===== config.mk =====
export PLATFORM = sky130hd
export DESIGN_NAME = gpio_bank_top
export DESIGN_NICKNAME = d
export VERILOG_FILES = /design/src/rtl/gpio_bank_pkg.sv /design/src/rtl/gpio_sync.sv /design/src/rtl/gpio_edge_stat.sv /design/src/rtl/gpio_func_map.sv /design/src/rtl/gpio_regfile.sv /design/src/rtl/gpio_bank_top.sv
export SDC_FILE = /design/constraint.sdc
export NUM_CORES = 1
export LEC_CHECK = 0
export ABC_AREA = 1
export BUFFER_PORTS_ARGS = -buffer_cell sky130_fd_sc_hd__buf_2
export CAP_MARGIN = 20
export CORE_MARGIN = 10
export CORE_UTILIZATION = 55
export DETAILED_ROUTE_END_ITERATION = 6
export PLACE_DENSITY_LB_ADDON = 0.05
export SETUP_SLACK_MARGIN = 0.3
export SLEW_MARGIN = 40
export SYNTH_ARGS = -nofsm -noshare
export SYNTH_HDL_FRONTEND = slang
export SYNTH_SLANG_ARGS = --single-unit

===== constraint.sdc =====
create_clock -name clk -period 3.4 [get_ports clk]
set_input_delay 0.68 -clock clk [delete_from_list [all_inputs] [get_ports clk]]
set_output_delay 0.68 -clock clk [all_outputs]
set_load 0.02 [all_outputs]

===== src/rtl/gpio_bank_pkg.sv =====
package gpio_bank_pkg;
  localparam int unsigned BUS_AW = 8;

  localparam logic [BUS_AW-1:0] OFS_DATA    = 8'h00;
  localparam logic [BUS_AW-1:0] OFS_DATA_S  = 8'h04;
  localparam logic [BUS_AW-1:0] OFS_DATA_C  = 8'h08;
  localparam logic [BUS_AW-1:0] OFS_PULL    = 8'h0C;
  localparam logic [BUS_AW-1:0] OFS_DIR     = 8'h10;
  localparam logic [BUS_AW-1:0] OFS_DIR_S   = 8'h14;
  localparam logic [BUS_AW-1:0] OFS_DIR_C   = 8'h18;
  localparam logic [BUS_AW-1:0] OFS_SLEEP   = 8'h1C;
  localparam logic [BUS_AW-1:0] OFS_FSEL_A  = 8'h20;
  localparam logic [BUS_AW-1:0] OFS_FSEL_B  = 8'h24;
  localparam logic [BUS_AW-1:0] OFS_IRQ_RM  = 8'h40;
  localparam logic [BUS_AW-1:0] OFS_IRQ_FM  = 8'h44;
  localparam logic [BUS_AW-1:0] OFS_IRQ_ST  = 8'h48;
  localparam logic [BUS_AW-1:0] OFS_IRQ_CLR = 8'h4C;
  localparam logic [BUS_AW-1:0] OFS_WK_RM   = 8'h50;
  localparam logic [BUS_AW-1:0] OFS_WK_FM   = 8'h54;
  localparam logic [BUS_AW-1:0] OFS_WK_ST   = 8'h58;

  typedef enum logic [1:0] {
    FN_GPIO = 2'd0,
    FN_A    = 2'd1,
    FN_B    = 2'd2,
    FN_C    = 2'd3
  } pin_fn_e;
endpackage


===== src/rtl/gpio_sync.sv =====
module gpio_sync #(
  parameter int unsigned WIDTH  = 32,
  parameter int unsigned STAGES = 2
) (
  input  logic             clk,
  input  logic             rst_n,
  input  logic [WIDTH-1:0] async_in,
  output logic [WIDTH-1:0] sync_out
);
  logic [WIDTH-1:0] stage_q [STAGES];

  always_ff @(posedge clk) begin
    if (!rst_n) stage_q[0] <= '0;
    else        stage_q[0] <= async_in;
  end

  for (genvar s = 1; s < STAGES; s++) begin : g_stage
    always_ff @(posedge clk) begin
      if (!rst_n) stage_q[s] <= '0;
      else        stage_q[s] <= stage_q[s-1];
    end
  end

  assign sync_out = stage_q[STAGES-1];
endmodule


===== src/rtl/gpio_edge_stat.sv =====
module gpio_edge_stat #(
  parameter int unsigned WIDTH = 32
) (
  input  logic             clk,
  input  logic             rst_n,
  input  logic [WIDTH-1:0] level,
  input  logic [WIDTH-1:0] rise_en,
  input  logic [WIDTH-1:0] fall_en,
  input  logic [WIDTH-1:0] clr,
  output logic [WIDTH-1:0] event_hit,
  output logic [WIDTH-1:0] status,
  output logic             any_set
);
  logic [WIDTH-1:0] prev_q;
  logic [WIDTH-1:0] stat_q;

  always_ff @(posedge clk) begin
    if (!rst_n) prev_q <= '0;
    else        prev_q <= level;
  end

  assign event_hit = (level & ~prev_q & rise_en) | (~level & prev_q & fall_en);

  // a fresh event overrides a simultaneous clear
  always_ff @(posedge clk) begin
    if (!rst_n) stat_q <= '0;
    else        stat_q <= (stat_q & ~clr) | event_hit;
  end

  assign status  = stat_q;
  assign any_set = |stat_q;
endmodule


===== src/rtl/gpio_func_map.sv =====
module gpio_func_map
  import gpio_bank_pkg::*;
#(
  parameter int unsigned WIDTH = 32
) (
  input  logic [WIDTH-1:0]   sel_a,
  input  logic [WIDTH-1:0]   sel_b,
  output logic [2*WIDTH-1:0] code
);
  for (genvar i = 0; i < WIDTH; i++) begin : g_pin
    pin_fn_e fn;
    always_comb begin
      unique case ({sel_b[i], sel_a[i]})
        2'b01:   fn = FN_A;
        2'b10:   fn = FN_B;
        2'b11:   fn = FN_C;
        default: fn = FN_GPIO;
      endcase
    end
    assign code[2*i +: 2] = fn;
  end
endmodule


===== src/rtl/gpio_regfile.sv =====
module gpio_regfile
  import gpio_bank_pkg::*;
#(
  parameter int unsigned WIDTH = 32
) (
  input  logic              clk,
  input  logic              rst_n,
  input  logic              wr_en,
  input  logic [BUS_AW-1:0] addr,
  input  logic [WIDTH-1:0]  wdata,
  input  logic [WIDTH-1:0]  sync_in,
  input  logic [WIDTH-1:0]  irq_stat,
  input  logic [WIDTH-1:0]  wake_stat,
  output logic [WIDTH-1:0]  rdata,
  output logic [WIDTH-1:0]  dout,
  output logic [WIDTH-1:0]  dir,
  output logic [WIDTH-1:0]  pull,
  output logic [WIDTH-1:0]  sleep,
  output logic [WIDTH-1:0]  fsel_a,
  output logic [WIDTH-1:0]  fsel_b,
  output logic [WIDTH-1:0]  irq_rm,
  output logic [WIDTH-1:0]  irq_fm,
  output logic [WIDTH-1:0]  wk_rm,
  output logic [WIDTH-1:0]  wk_fm,
  output logic [WIDTH-1:0]  irq_clr,
  output logic [WIDTH-1:0]  wake_clr
);
  function automatic logic hit(input logic [BUS_AW-1:0] a, input logic [BUS_AW-1:0] ofs);
    return a == ofs;
  endfunction

  logic wr_data, wr_data_s, wr_data_c, wr_dir, wr_dir_s, wr_dir_c;

  assign wr_data   = wr_en && hit(addr, OFS_DATA);
  assign wr_data_s = wr_en && hit(addr, OFS_DATA_S);
  assign wr_data_c = wr_en && hit(addr, OFS_DATA_C);
  assign wr_dir    = wr_en && hit(addr, OFS_DIR);
  assign wr_dir_s  = wr_en && hit(addr, OFS_DIR_S);
  assign wr_dir_c  = wr_en && hit(addr, OFS_DIR_C);

  always_ff @(posedge clk) begin
    if (!rst_n)         dout <= '0;
    else if (wr_data)   dout <= wdata;
    else if (wr_data_s) dout <= dout | wdata;
    else if (wr_data_c) dout <= dout & ~wdata;
  end

  always_ff @(posedge clk) begin
    if (!rst_n)        dir <= '0;
    else if (wr_dir)   dir <= wdata;
    else if (wr_dir_s) dir <= dir | wdata;
    else if (wr_dir_c) dir <= dir & ~wdata;
  end

  always_ff @(posedge clk) begin
    if (!rst_n) begin
      pull   <= '0;
      sleep  <= '0;
      fsel_a <= '0;
      fsel_b <= '0;
      irq_rm <= '0;
      irq_fm <= '0;
      wk_rm  <= '0;
      wk_fm  <= '0;
    end else if (wr_en) begin
      unique case (addr)
        OFS_PULL:   pull   <= wdata;
        OFS_SLEEP:  sleep  <= wdata;
        OFS_FSEL_A: fsel_a <= wdata;
        OFS_FSEL_B: fsel_b <= wdata;
        OFS_IRQ_RM: irq_rm <= wdata;
        OFS_IRQ_FM: irq_fm <= wdata;
        OFS_WK_RM:  wk_rm  <= wdata;
        OFS_WK_FM:  wk_fm  <= wdata;
        default: ;
      endcase
    end
  end

  assign irq_clr  = (wr_en && hit(addr, OFS_IRQ_CLR)) ? wdata : '0;
  assign wake_clr = (wr_en && hit(addr, OFS_WK_ST))   ? wdata : '0;

  always_comb begin
    unique case (addr)
      OFS_DATA:   rdata = (dir & dout) | (~dir & sync_in);
      OFS_PULL:   rdata = pull;
      OFS_DIR:    rdata = dir;
      OFS_SLEEP:  rdata = sleep;
      OFS_FSEL_A: rdata = fsel_a;
      OFS_FSEL_B: rdata = fsel_b;
      OFS_IRQ_RM: rdata = irq_rm;
      OFS_IRQ_FM: rdata = irq_fm;
      OFS_IRQ_ST: rdata = irq_stat;
      OFS_WK_RM:  rdata = wk_rm;
      OFS_WK_FM:  rdata = wk_fm;
      OFS_WK_ST:  rdata = wake_stat;
      default:    rdata = '0;
    endcase
  end
endmodule


===== src/rtl/gpio_bank_top.sv =====
module gpio_bank_top
  import gpio_bank_pkg::*;
#(
  parameter int unsigned N_PINS      = 32,
  parameter int unsigned SYNC_STAGES = 2
) (
  input  logic                clk,
  input  logic                rst_n,
  input  logic                bus_wr_en,
  input  logic [BUS_AW-1:0]   bus_addr,
  input  logic [N_PINS-1:0]   bus_wdata,
  output logic [N_PINS-1:0]   bus_rdata,
  input  logic [N_PINS-1:0]   pad_in,
  output logic [N_PINS-1:0]   pad_out,
  output logic [N_PINS-1:0]   pad_oe,
  output logic [N_PINS-1:0]   pull_dis,
  output logic [N_PINS-1:0]   sleep_cfg,
  output logic [2*N_PINS-1:0] pin_func,
  output logic                irq,
  output logic                wake
);
  logic [N_PINS-1:0] sync_in;
  logic [N_PINS-1:0] dout, dir, fsel_a, fsel_b;
  logic [N_PINS-1:0] irq_rm, irq_fm, wk_rm, wk_fm;
  logic [N_PINS-1:0] irq_clr, wake_clr;
  logic [N_PINS-1:0] irq_ev, wake_ev, irq_stat, wake_stat;

  gpio_sync #(.WIDTH(N_PINS), .STAGES(SYNC_STAGES)) u_sync (
    .clk      (clk),
    .rst_n    (rst_n),
    .async_in (pad_in),
    .sync_out (sync_in)
  );

  gpio_regfile #(.WIDTH(N_PINS)) u_regs (
    .clk       (clk),
    .rst_n     (rst_n),
    .wr_en     (bus_wr_en),
    .addr      (bus_addr),
    .wdata     (bus_wdata),
    .sync_in   (sync_in),
    .irq_stat  (irq_stat),
    .wake_stat (wake_stat),
    .rdata     (bus_rdata),
    .dout      (dout),
    .dir       (dir),
    .pull      (pull_dis),
    .sleep     (sleep_cfg),
    .fsel_a    (fsel_a),
    .fsel_b    (fsel_b),
    .irq_rm    (irq_rm),
    .irq_fm    (irq_fm),
    .wk_rm     (wk_rm),
    .wk_fm     (wk_fm),
    .irq_clr   (irq_clr),
    .wake_clr  (wake_clr)
  );

  gpio_edge_stat #(.WIDTH(N_PINS)) u_irq (
    .clk       (clk),
    .rst_n     (rst_n),
    .level     (sync_in),
    .rise_en   (irq_rm),
    .fall_en   (irq_fm),
    .clr       (irq_clr),
    .event_hit (irq_ev),
    .status    (irq_stat),
    .any_set   (irq)
  );

  gpio_edge_stat #(.WIDTH(N_PINS)) u_wake (
    .clk       (clk),
    .rst_n     (rst_n),
    .level     (sync_in),
    .rise_en   (wk_rm),
    .fall_en   (wk_fm),
    .clr       (wake_clr),
    .event_hit (wake_ev),
    .status    (wake_stat),
    .any_set   (wake)
  );

  gpio_func_map #(.WIDTH(N_PINS)) u_fmap (
    .sel_a (fsel_a),
    .sel_b (fsel_b),
    .code  (pin_func)
  );

  assign pad_out = dout;
  assign pad_oe  = dir;
endmodule


Word level (Yosys, flattened, before mapping):

Memory sizes are Yosys's and may differ from the RTL's.
Cells that the tools add are included.

* add/sub/neg operators: 0
* $mul: 0
* divide/modulo/power cells: 0
* order comparisons: 0
* equal/unequal tests: 112
* shift operators: 0
* multiplexer cells: 45
* bitwise operators: 27
* reduce and logical (&&, ||, !) cells: 21

Operators by type and width (number)
* bitwise AND 32 bit: 12
* case mux 32 bit (12 select lines): 1
* 2-to-1 mux 32 bit: 10
* OR 32 bit: 7
* NOT 32 bit: 6
* case mux 2 bit (3 select lines): 32
* equality test 2 bit (second input constant): 64
* equality test 2 x 1 -> 1 bit (second input constant): 32
* OR reduction 32 bit: 2
* equality test 8 x 7 -> 1 bit (second input constant): 7
* equality test 8 x 5 -> 1 bit (second input constant): 4
* equality test 8 x 4 -> 1 bit (second input constant): 2
* equality test 8 x 6 -> 1 bit (second input constant): 2
* AND reduction 2 bit: 8
* equality test 8 x 3 -> 1 bit (second input constant): 1
* logical AND 1 bit: 8
* zero test 8 bit: 1
* nonzero test 3 bit: 2
* 2-to-1 mux 1 bit: 2
* OR 1 bit: 2

* flip-flop bits (word level): 416
* bits in latches: 0
* bits in writable memories: 64
* memory bits (read-only): 0
* input port bits: 75
* word-level logic and storage cells: 219
* memories: 1

Memories
* u_sync.stage_q: words 2, bits a word 32, read ports 2, clocked after Yosys merged registers in 0, wr ports 2, RTL line gpio_sync.sv:10 `logic [WIDTH-1:0] stage_q [STAGES];`

Depth between registers and ports, before layout:

Gate-level depths: netlist of the first run.

* word-level depth: 6
* depth in mapped cells: 9
* depth with buffers taken out: 9

Hierarchy:

Synthesis of the first run repeated with hierarchy kept, for this count alone.

* cell total of the unflattened synthesis: 3567
* area total of the unflattened synthesis: 24171.9 um^2

By module, submodules not included
* gpio_regfile: times used 1, cells each 2528, area each 16130.5 um^2, sequential area each 6406.1 um^2
* gpio_edge_stat: times used 2, cells each 388, area each 2980.4 um^2, sequential area each 1281.2 um^2
* gpio_sync: times used 1, cells each 199, area each 1840.5 um^2, sequential area each 1281.2 um^2
* gpio_func_map: times used 1, cells each 64, area each 240.2 um^2, sequential area each 0.0 um^2

Worst setup path after synthesis of the first run:

No wires, ideal clock.

* path type: input -> output
* start: input bus_addr[1]
* end: output bus_rdata[15]
* arrival: 1818 ps
* slack: 902 ps
* stages: 8
* buffers on the path: 1
* cells stage by stage: nor2_4 > nand2_1 > nor2_1 > clkbuf_1 > nand2_1 > nand2_1 > nor2_1 > nand3_1

* longest elaborated chain between the ends: 2

RTL lines
* start: declaration: RTL line gpio_bank_top.sv:10 `input logic [BUS_AW-1:0] bus_addr,`
* equality test 8 x 7 -> 1 bit (tied with other cells): RTL line gpio_regfile.sv:84 `unique case (addr)`
* case mux 32 bit (12 select lines) (*): RTL line gpio_regfile.sv:84
* end: declaration: RTL line gpio_bank_top.sv:12 `output logic [N_PINS-1:0] bus_rdata,`

Every way passes the cells marked *; elsewhere a longest branch is shown, timed or not.

Worst setup path after layout of the first run:

* start: input bus_addr[6]
* end: output bus_rdata[17]

The elaborated chain is that of the path after synthesis.

==> results.md, run 1 <==
* Status: finished with violations
* Violated checks: DRC
* Worst-path clk slew at 60 ps
* Gr ovfl total at 0
* Class of the worst hold path: input pin to flip-flop
* Most common cell after layout, fill and taps aside: nand2_1
* Share of cells above drive strength 1 at 0.150
* Seq. cell area at 9610 µm²
* Tot Pwr at 11.8 mW
* Syn_area_per_cell at 6.71 µm²
* Period utilization at 0.907
* PwrDens at 482 nW/µm²
* Min Hold Slack at 269 ps
* Core box area at 37600 µm²
* Setup TNS at 0 ps
* R2r endpoint: u_wake.status[21]
* Worst min-delay path startpoint: pad_in[6]
* Number of global-route vias before repair at 19900
* First-pass GRT wire length at 116000 µm
* WHS Endpoint: u_sync.stage_q[0][6]
* Die footprint at 46100 µm²
* Syn. warnings at 0
* Final Hold Fails at 0
* Max Slew Vio Count at 0
* Req. time, crit path at 2720 ps
* Post-Syn Instances at 3106
* CTS buffer count at 49
* Layout Cells excl Fill at 3801
* CP Max Fanout at 23
* R2R Setup Slk at 2260 ps
* Setup Viol. Count Final at 0
* Antenna violations before repair at 2
* Max frequency at 324 MHz
* RSZ-0062 raised after global routing: yes
* Largest net degree at the start of global routing at 160
* Syn nets at 3181
* Gr usage total at 0.314
* Cells on worst reg2reg path at 5
* Setup Skew at 17.9 ps
* Most frequent cells in the layout: 765 x nand2_1, 480 x dfxtp_1, 391 x nor2_1
* Synth-to-layout area growth at 17.3%
* Worst-Skew Late Latency at 590 ps
* Via density at 5.66
* Die width at 215 µm
* H-tree lvl count at 2
* First-iteration detailed-routing DRC count at 2458
* Wire per inst at 20.3 µm
* # rows at 71
* Synthesis-stage register bit count at 480
* Max_slew headroom at 0.471
* Crit-path leading delay family: simple AND/OR/NAND/NOR gates
* First drt pass iteration count at 7
* Startpoint Class: input pin
* Crit Reg-Reg Startpoint: u_sync.stage_q[1][21]
* Drc violations at 12
* Clk root buf: clkbuf_16
* Worst-Margin Slew at 793 ps
* Synth unique cells at 24
* Routed Wire Length at 77200 µm
* Nets at 3326
* Starting density of the core at 0.555
* Detailed placement HPWL at 48200 µm
* MaxCap Viol Count at 0
* I/O pin count at 301
* Maximum vdd drop at 0.492 mV
* DR vias at 21500
* ANT nets after route at 0
* CP bufs+invs at 3
* Crit. End Element: primary output
* Antenna diodes at 0
* Placed Cells incl. Taps at 3710
* Gpl congestion at 0.903
* Leak at 11.0 nW
* Crit path time final at 3090 ps
* Post-Route Utilization at 0.651
* CP arrival at 2410 ps
* Port buffer count at 300
* Register area share after synthesis at 0.461
* CTS tree: done
* Clock tree sinks at 480
* Die height at 215 µm
* Combined area of the multi-input logic cells at 9300 µm²
* Crit path kind: input pin to primary output
* Fill cells at 3414
* Synthesized cell area at 20800 µm²
* Hold path cells at 3
* Crit-path cells: buf_2 > nor2_1 > nand3_1 > nor2_4 > buf_8 > nand2_1 > nand2_1 > nor2_1 > nand3_1 > buf_2
* Clk buf depth at 3
* Crit path max-delay cell type: buf_8
* CP peak stage delay at 300 ps
==> cell families after synthesis <==
kind of cell,share of synthesized area
compound gates,0.178
flops,0.461
buf+inv,0.100
simple gates,0.261
==> where the power goes <==
group          total (mW)  internal, mW  switching (mW)
logic               0.464         0.114           0.351
registers            5.71          5.68          0.0290
clock network        5.62          3.34            2.28
==> how the worst max path moves through the flow <==
| stage | cells past startpoint | to | from |
|---|---|---|---|
| 2_1_floorplan | 8 | bus_rdata[15] | bus_addr[1] |
| 3_3_place_gp | 10 | bus_rdata[17] | bus_addr[1] |
| 3_5_place_dp | 10 | bus_rdata[17] | bus_addr[1] |
| 4_1_cts | 10 | bus_rdata[17] | bus_addr[1] |
| 5_1_grt | 10 | bus_rdata[17] | bus_addr[6] |
| 6_report | 10 | bus_rdata[17] | bus_addr[6] |
==> synthesized netlist by cell type <==
cell type / number / area [µm²]
nand2_1: 772 / 2900
nor3_1: 1 / 5.00
clkbuf_2: 1 / 5.00
o31ai_1: 24 / 180
inv_1: 268 / 1010
nand4_1: 6 / 37.5
clkinv_1: 1 / 3.75
buf_1: 1 / 3.75
nor2_2: 4 / 25.0
nor2_4: 1 / 11.3
inv_2: 6 / 22.5
nand3_1: 147 / 736
nor2_1: 403 / 1510
a21oi_1: 291 / 1460
dfxtp_1: 480 / 9610
nor4_1: 11 / 68.8
o22ai_1: 40 / 250
or2_2: 21 / 131
buf_2: 48 / 240
buf_4: 2 / 15.0
clkbuf_1: 212 / 796
o21ai_1: 32 / 160
o21ai_0: 333 / 1670
nor3_2: 1 / 10.0
==> through the flow <==
stage               cell area, µm²  setup slack (ps)
floorplan                    20900               902
global placement             22700               323
detailed placement           22700               315
CTS                          24400               305
global route                 24500               247
finish                       24500               315
==> cell type report <==
cell class,instances,area share
clock buffers,79,0.0634
inverters,275,0.0425
repair buffers,358,0.0890
flip-flops and latches,480,0.393
clock inverters,11,0.00563
well taps,511,0.0261
multi-input cells,2087,0.380
==> tightest hold or removal path, delay by kind of cell <==
kind,cells,cell delay (ps)
and+or+nand+nor,1,40
buffers and inverters,2,120
==> layer usage <==
layer	up-vias	part of all wire	GRT usage
li1	10200	-	-
met1	9935	0.41	0.422
met2	1231	0.45	0.490
met3	169	0.11	0.0615
met4	2	0.032	0.119
met5	-	0.00016	0
==> timing repair <==
action,in CTS,in global routing
hold buffers,0,0
gates resized for setup,0,11
endpoints found under the setup margin,0,32
buffers inserted,0,0
(Power assumes the default switching activity.)
==> run 2, diff against run 1 <==
- CORE_MARGIN: 10 -> default
- CORE_UTILIZATION: 55 -> 44
==> run 2 against run 1 <==
Critical path depth did not move. Critical endpoint is now bus_rdata[3]. Clock skew fell by 5.9 ps. Non-clock buffer count rose by 9. Total power rose by 0.54%. Critical path type unchanged. Setup slack improved by 34 ps. Largest cell class unchanged. Die area rose by 4.7%. The run still ends with DRC left. Global-route usage rose by 0.49 points. Fmax rose by 1.1%. Largest power group unchanged.
==> results.md, run 2 (synthesized netlist as in run 1, its figures left out) <==
* Seq. cell area at 9610 µm² (unchanged)
* Tot Pwr at 11.9 mW (was 11.8 mW)
* R2r endpoint: u_wake.status[15] (was u_wake.status[21])
* CP bufs+invs at 4 (was 3)
* Req. time, crit path at 2720 ps (about the same)
* CTS tree: done (unchanged)
* PwrDens at 482 nW/µm² (about the same)
* Setup Viol. Count Final at 0 (unchanged)
* RSZ-0062 raised after global routing: no (was yes)
* Most common cell after layout, fill and taps aside: nand2_1 (unchanged)
* Share of cells above drive strength 1 at 0.150 (about the same)
* Starting density of the core at 0.447 (was 0.555)
* Post-Route Utilization at 0.527 (was 0.651)
* Wire per inst at 20.2 µm (was 20.3 µm)
* Synth-to-layout area growth at 17.8% (was 17.3%)
* WHS Endpoint: u_sync.stage_q[0][28] (was u_sync.stage_q[0][6])
* CTS buffer count at 52 (was 49)
* Max frequency at 328 MHz (was 324 MHz)
* Leak at 11.0 nW (about the same)
* Die width at 220 µm (was 215 µm)
* Worst min-delay path startpoint: pad_in[28] (was pad_in[6])
* Crit path kind: input pin to primary output (unchanged)
* Core box area at 46700 µm² (was 37600 µm²)
* Class of the worst hold path: input pin to flip-flop (unchanged)
* DR vias at 21100 (was 21500)
* Nets at 3338 (was 3326)
* Crit-path leading delay family: simple AND/OR/NAND/NOR gates (unchanged)
* Worst-Skew Late Latency at 600 ps (was 590 ps)
* MaxCap Viol Count at 0 (unchanged)
* Clock tree sinks at 480 (unchanged)
* Setup Skew at 12.0 ps (was 17.9 ps)
* Crit path max-delay cell type: nor2_1 (was buf_8)
* Period utilization at 0.897 (was 0.907)
* Combined area of the multi-input logic cells at 9280 µm² (was 9300 µm²)
* Startpoint Class: input pin (unchanged)
* Routed Wire Length at 78900 µm (was 77200 µm)
* CP arrival at 2370 ps (was 2410 ps)
* Cells on worst reg2reg path at 5 (unchanged)
* # rows at 79 (was 71)
* Die footprint at 48300 µm² (was 46100 µm²)
* Max_slew headroom at 0.404 (was 0.471)
* Drc violations at 43 (was 12)
* Gr usage total at 0.319 (was 0.314)
* Most frequent cells in the layout: 767 x nand2_1, 480 x dfxtp_1, 392 x nor2_1 (was 765 x nand2_1, 480 x dfxtp_1, 391 x nor2_1)
* R2R Setup Slk at 2310 ps (was 2260 ps)
* Gpl congestion at 0.879 (was 0.903)
* Antenna diodes at 0 (unchanged)
* Die height at 220 µm (was 215 µm)
* Hold path cells at 3 (unchanged)
* ANT nets after route at 0 (unchanged)
* Final Hold Fails at 0 (unchanged)
* CP peak stage delay at 290 ps (was 300 ps)
* Status: finished with violations (unchanged)
* Crit. End Element: primary output (unchanged)
* Port buffer count at 300 (unchanged)
* Max Slew Vio Count at 0 (unchanged)
* Clk buf depth at 3 (unchanged)
* Clk root buf: clkbuf_16 (unchanged)
* Fill cells at 4684 (was 3414)
* First drt pass iteration count at 7 (unchanged)
* First-pass GRT wire length at 116000 µm (about the same)
* Via density at 5.41 (was 5.66)
* Crit-path cells: buf_2 > inv_1 > nand2_1 > nor2_1 > nand2_2 > buf_4 > o21ai_0 > nor2_1 > nand3_1 > buf_2 (was buf_2 > nor2_1 > nand3_1 > nor2_4 > buf_8 > nand2_1 > nand2_1 > nor2_1 > nand3_1 > buf_2)
* H-tree lvl count at 2 (unchanged)
* First-iteration detailed-routing DRC count at 2095 (was 2458)
* Crit Reg-Reg Startpoint: u_sync.stage_q[1][15] (was u_sync.stage_q[1][21])
* Worst-path clk slew at 60 ps (about the same)
* Largest net degree at the start of global routing at 138 (was 160)
* Gr ovfl total at 0 (unchanged)
* Violated checks: DRC (unchanged)
* CP Max Fanout at 6 (was 23)
* Crit path time final at 3050 ps (was 3090 ps)
* Worst-Margin Slew at 893 ps (was 793 ps)
* Detailed placement HPWL at 51300 µm (was 48200 µm)
* Maximum vdd drop at 0.319 mV (was 0.492 mV)
* I/O pin count at 301 (unchanged)
* Antenna violations before repair at 2 (unchanged)
* Number of global-route vias before repair at 19000 (was 19900)
* Setup TNS at 0 ps (unchanged)
==> run 2: changes by cell type in the layout (fill, tap and decap cells not counted), sizes merged <==
cell | previous run | this run
clkbuf | 81 | 82
clkinv | 7 | 2
inv | 276 | 277
buf | 356 | 366
==> run 2: timing repair <==
action / 4_1_cts / 5_1_grt
hold buffers: 0 / 0
buffers inserted: 1 / 0
gates resized for setup: 0 / 5
endpoints found under the setup margin: 1 / 30
pin swaps: 1 / 1
==> run 2: metrics by stage <==
stage | std cells | hold WS (ps) | worst slack [ps] | cell area (µm²)
2_1_floorplan | 3106 | 390 | 902 | 20900
4_1_cts | 3904 | 234 | 302 | 24600
3_3_place_gp | 3815 | 395 | 319 | 22900
6_report | 3904 | 260 | 349 | 24600
5_1_grt | 3904 | 251 | 301 | 24600
3_5_place_dp | 3815 | 396 | 305 | 22900
==> run 2: layer usage <==
metal  share of wire  vias up  global-route usage
met1            0.45     9865               0.454
met3           0.089      125              0.0555
met5         0.00016        -                   0
li1                -    10200                   -
met2            0.43      974               0.486
met4           0.027        2               0.104
==> run 2: layout make-up <==
cell class                 count  share of cell area
sequential                   480               0.391
clock inverter                 7             0.00479
multi-input combinational   2087               0.378
timing repair buffer         367              0.0897
clock buffer                  81              0.0636
inverter                     275              0.0423
tap                          607              0.0309
==> run 2: how the worst max path moves through the flow <==
stage / start / end / slack [ps] / depth (start not counted)
floorplan: bus_addr[1] / bus_rdata[15] / 900 / 8
global placement: bus_addr[7] / bus_rdata[3] / 320 / 10
detailed placement: bus_addr[4] / bus_rdata[27] / 310 / 10
CTS: bus_addr[7] / bus_rdata[3] / 300 / 10
global route: bus_addr[7] / bus_rdata[3] / 300 / 10
finish: bus_addr[7] / bus_rdata[3] / 350 / 10
==> run 2: worst reg2reg max path, delay by kind of cell, from the launching register on <==
| family | cells | cell delay [ps] |
|---|---|---|
| AO/OA/AOI/OAI | 2 | 200 |
| AND/OR/NAND/NOR | 2 | 380 |
| flip-flops | 1 | 360 |
| buffers and inverters | 1 | 100 |
==> run 2: power by group <==
part / internal (mW) / total, mW / switching [mW]
registers: 5.68 / 5.71 / 0.0291
logic: 0.112 / 0.473 / 0.361
clock network: 3.35 / 5.67 / 2.32
total: 9.14 / 11.9 / 2.71
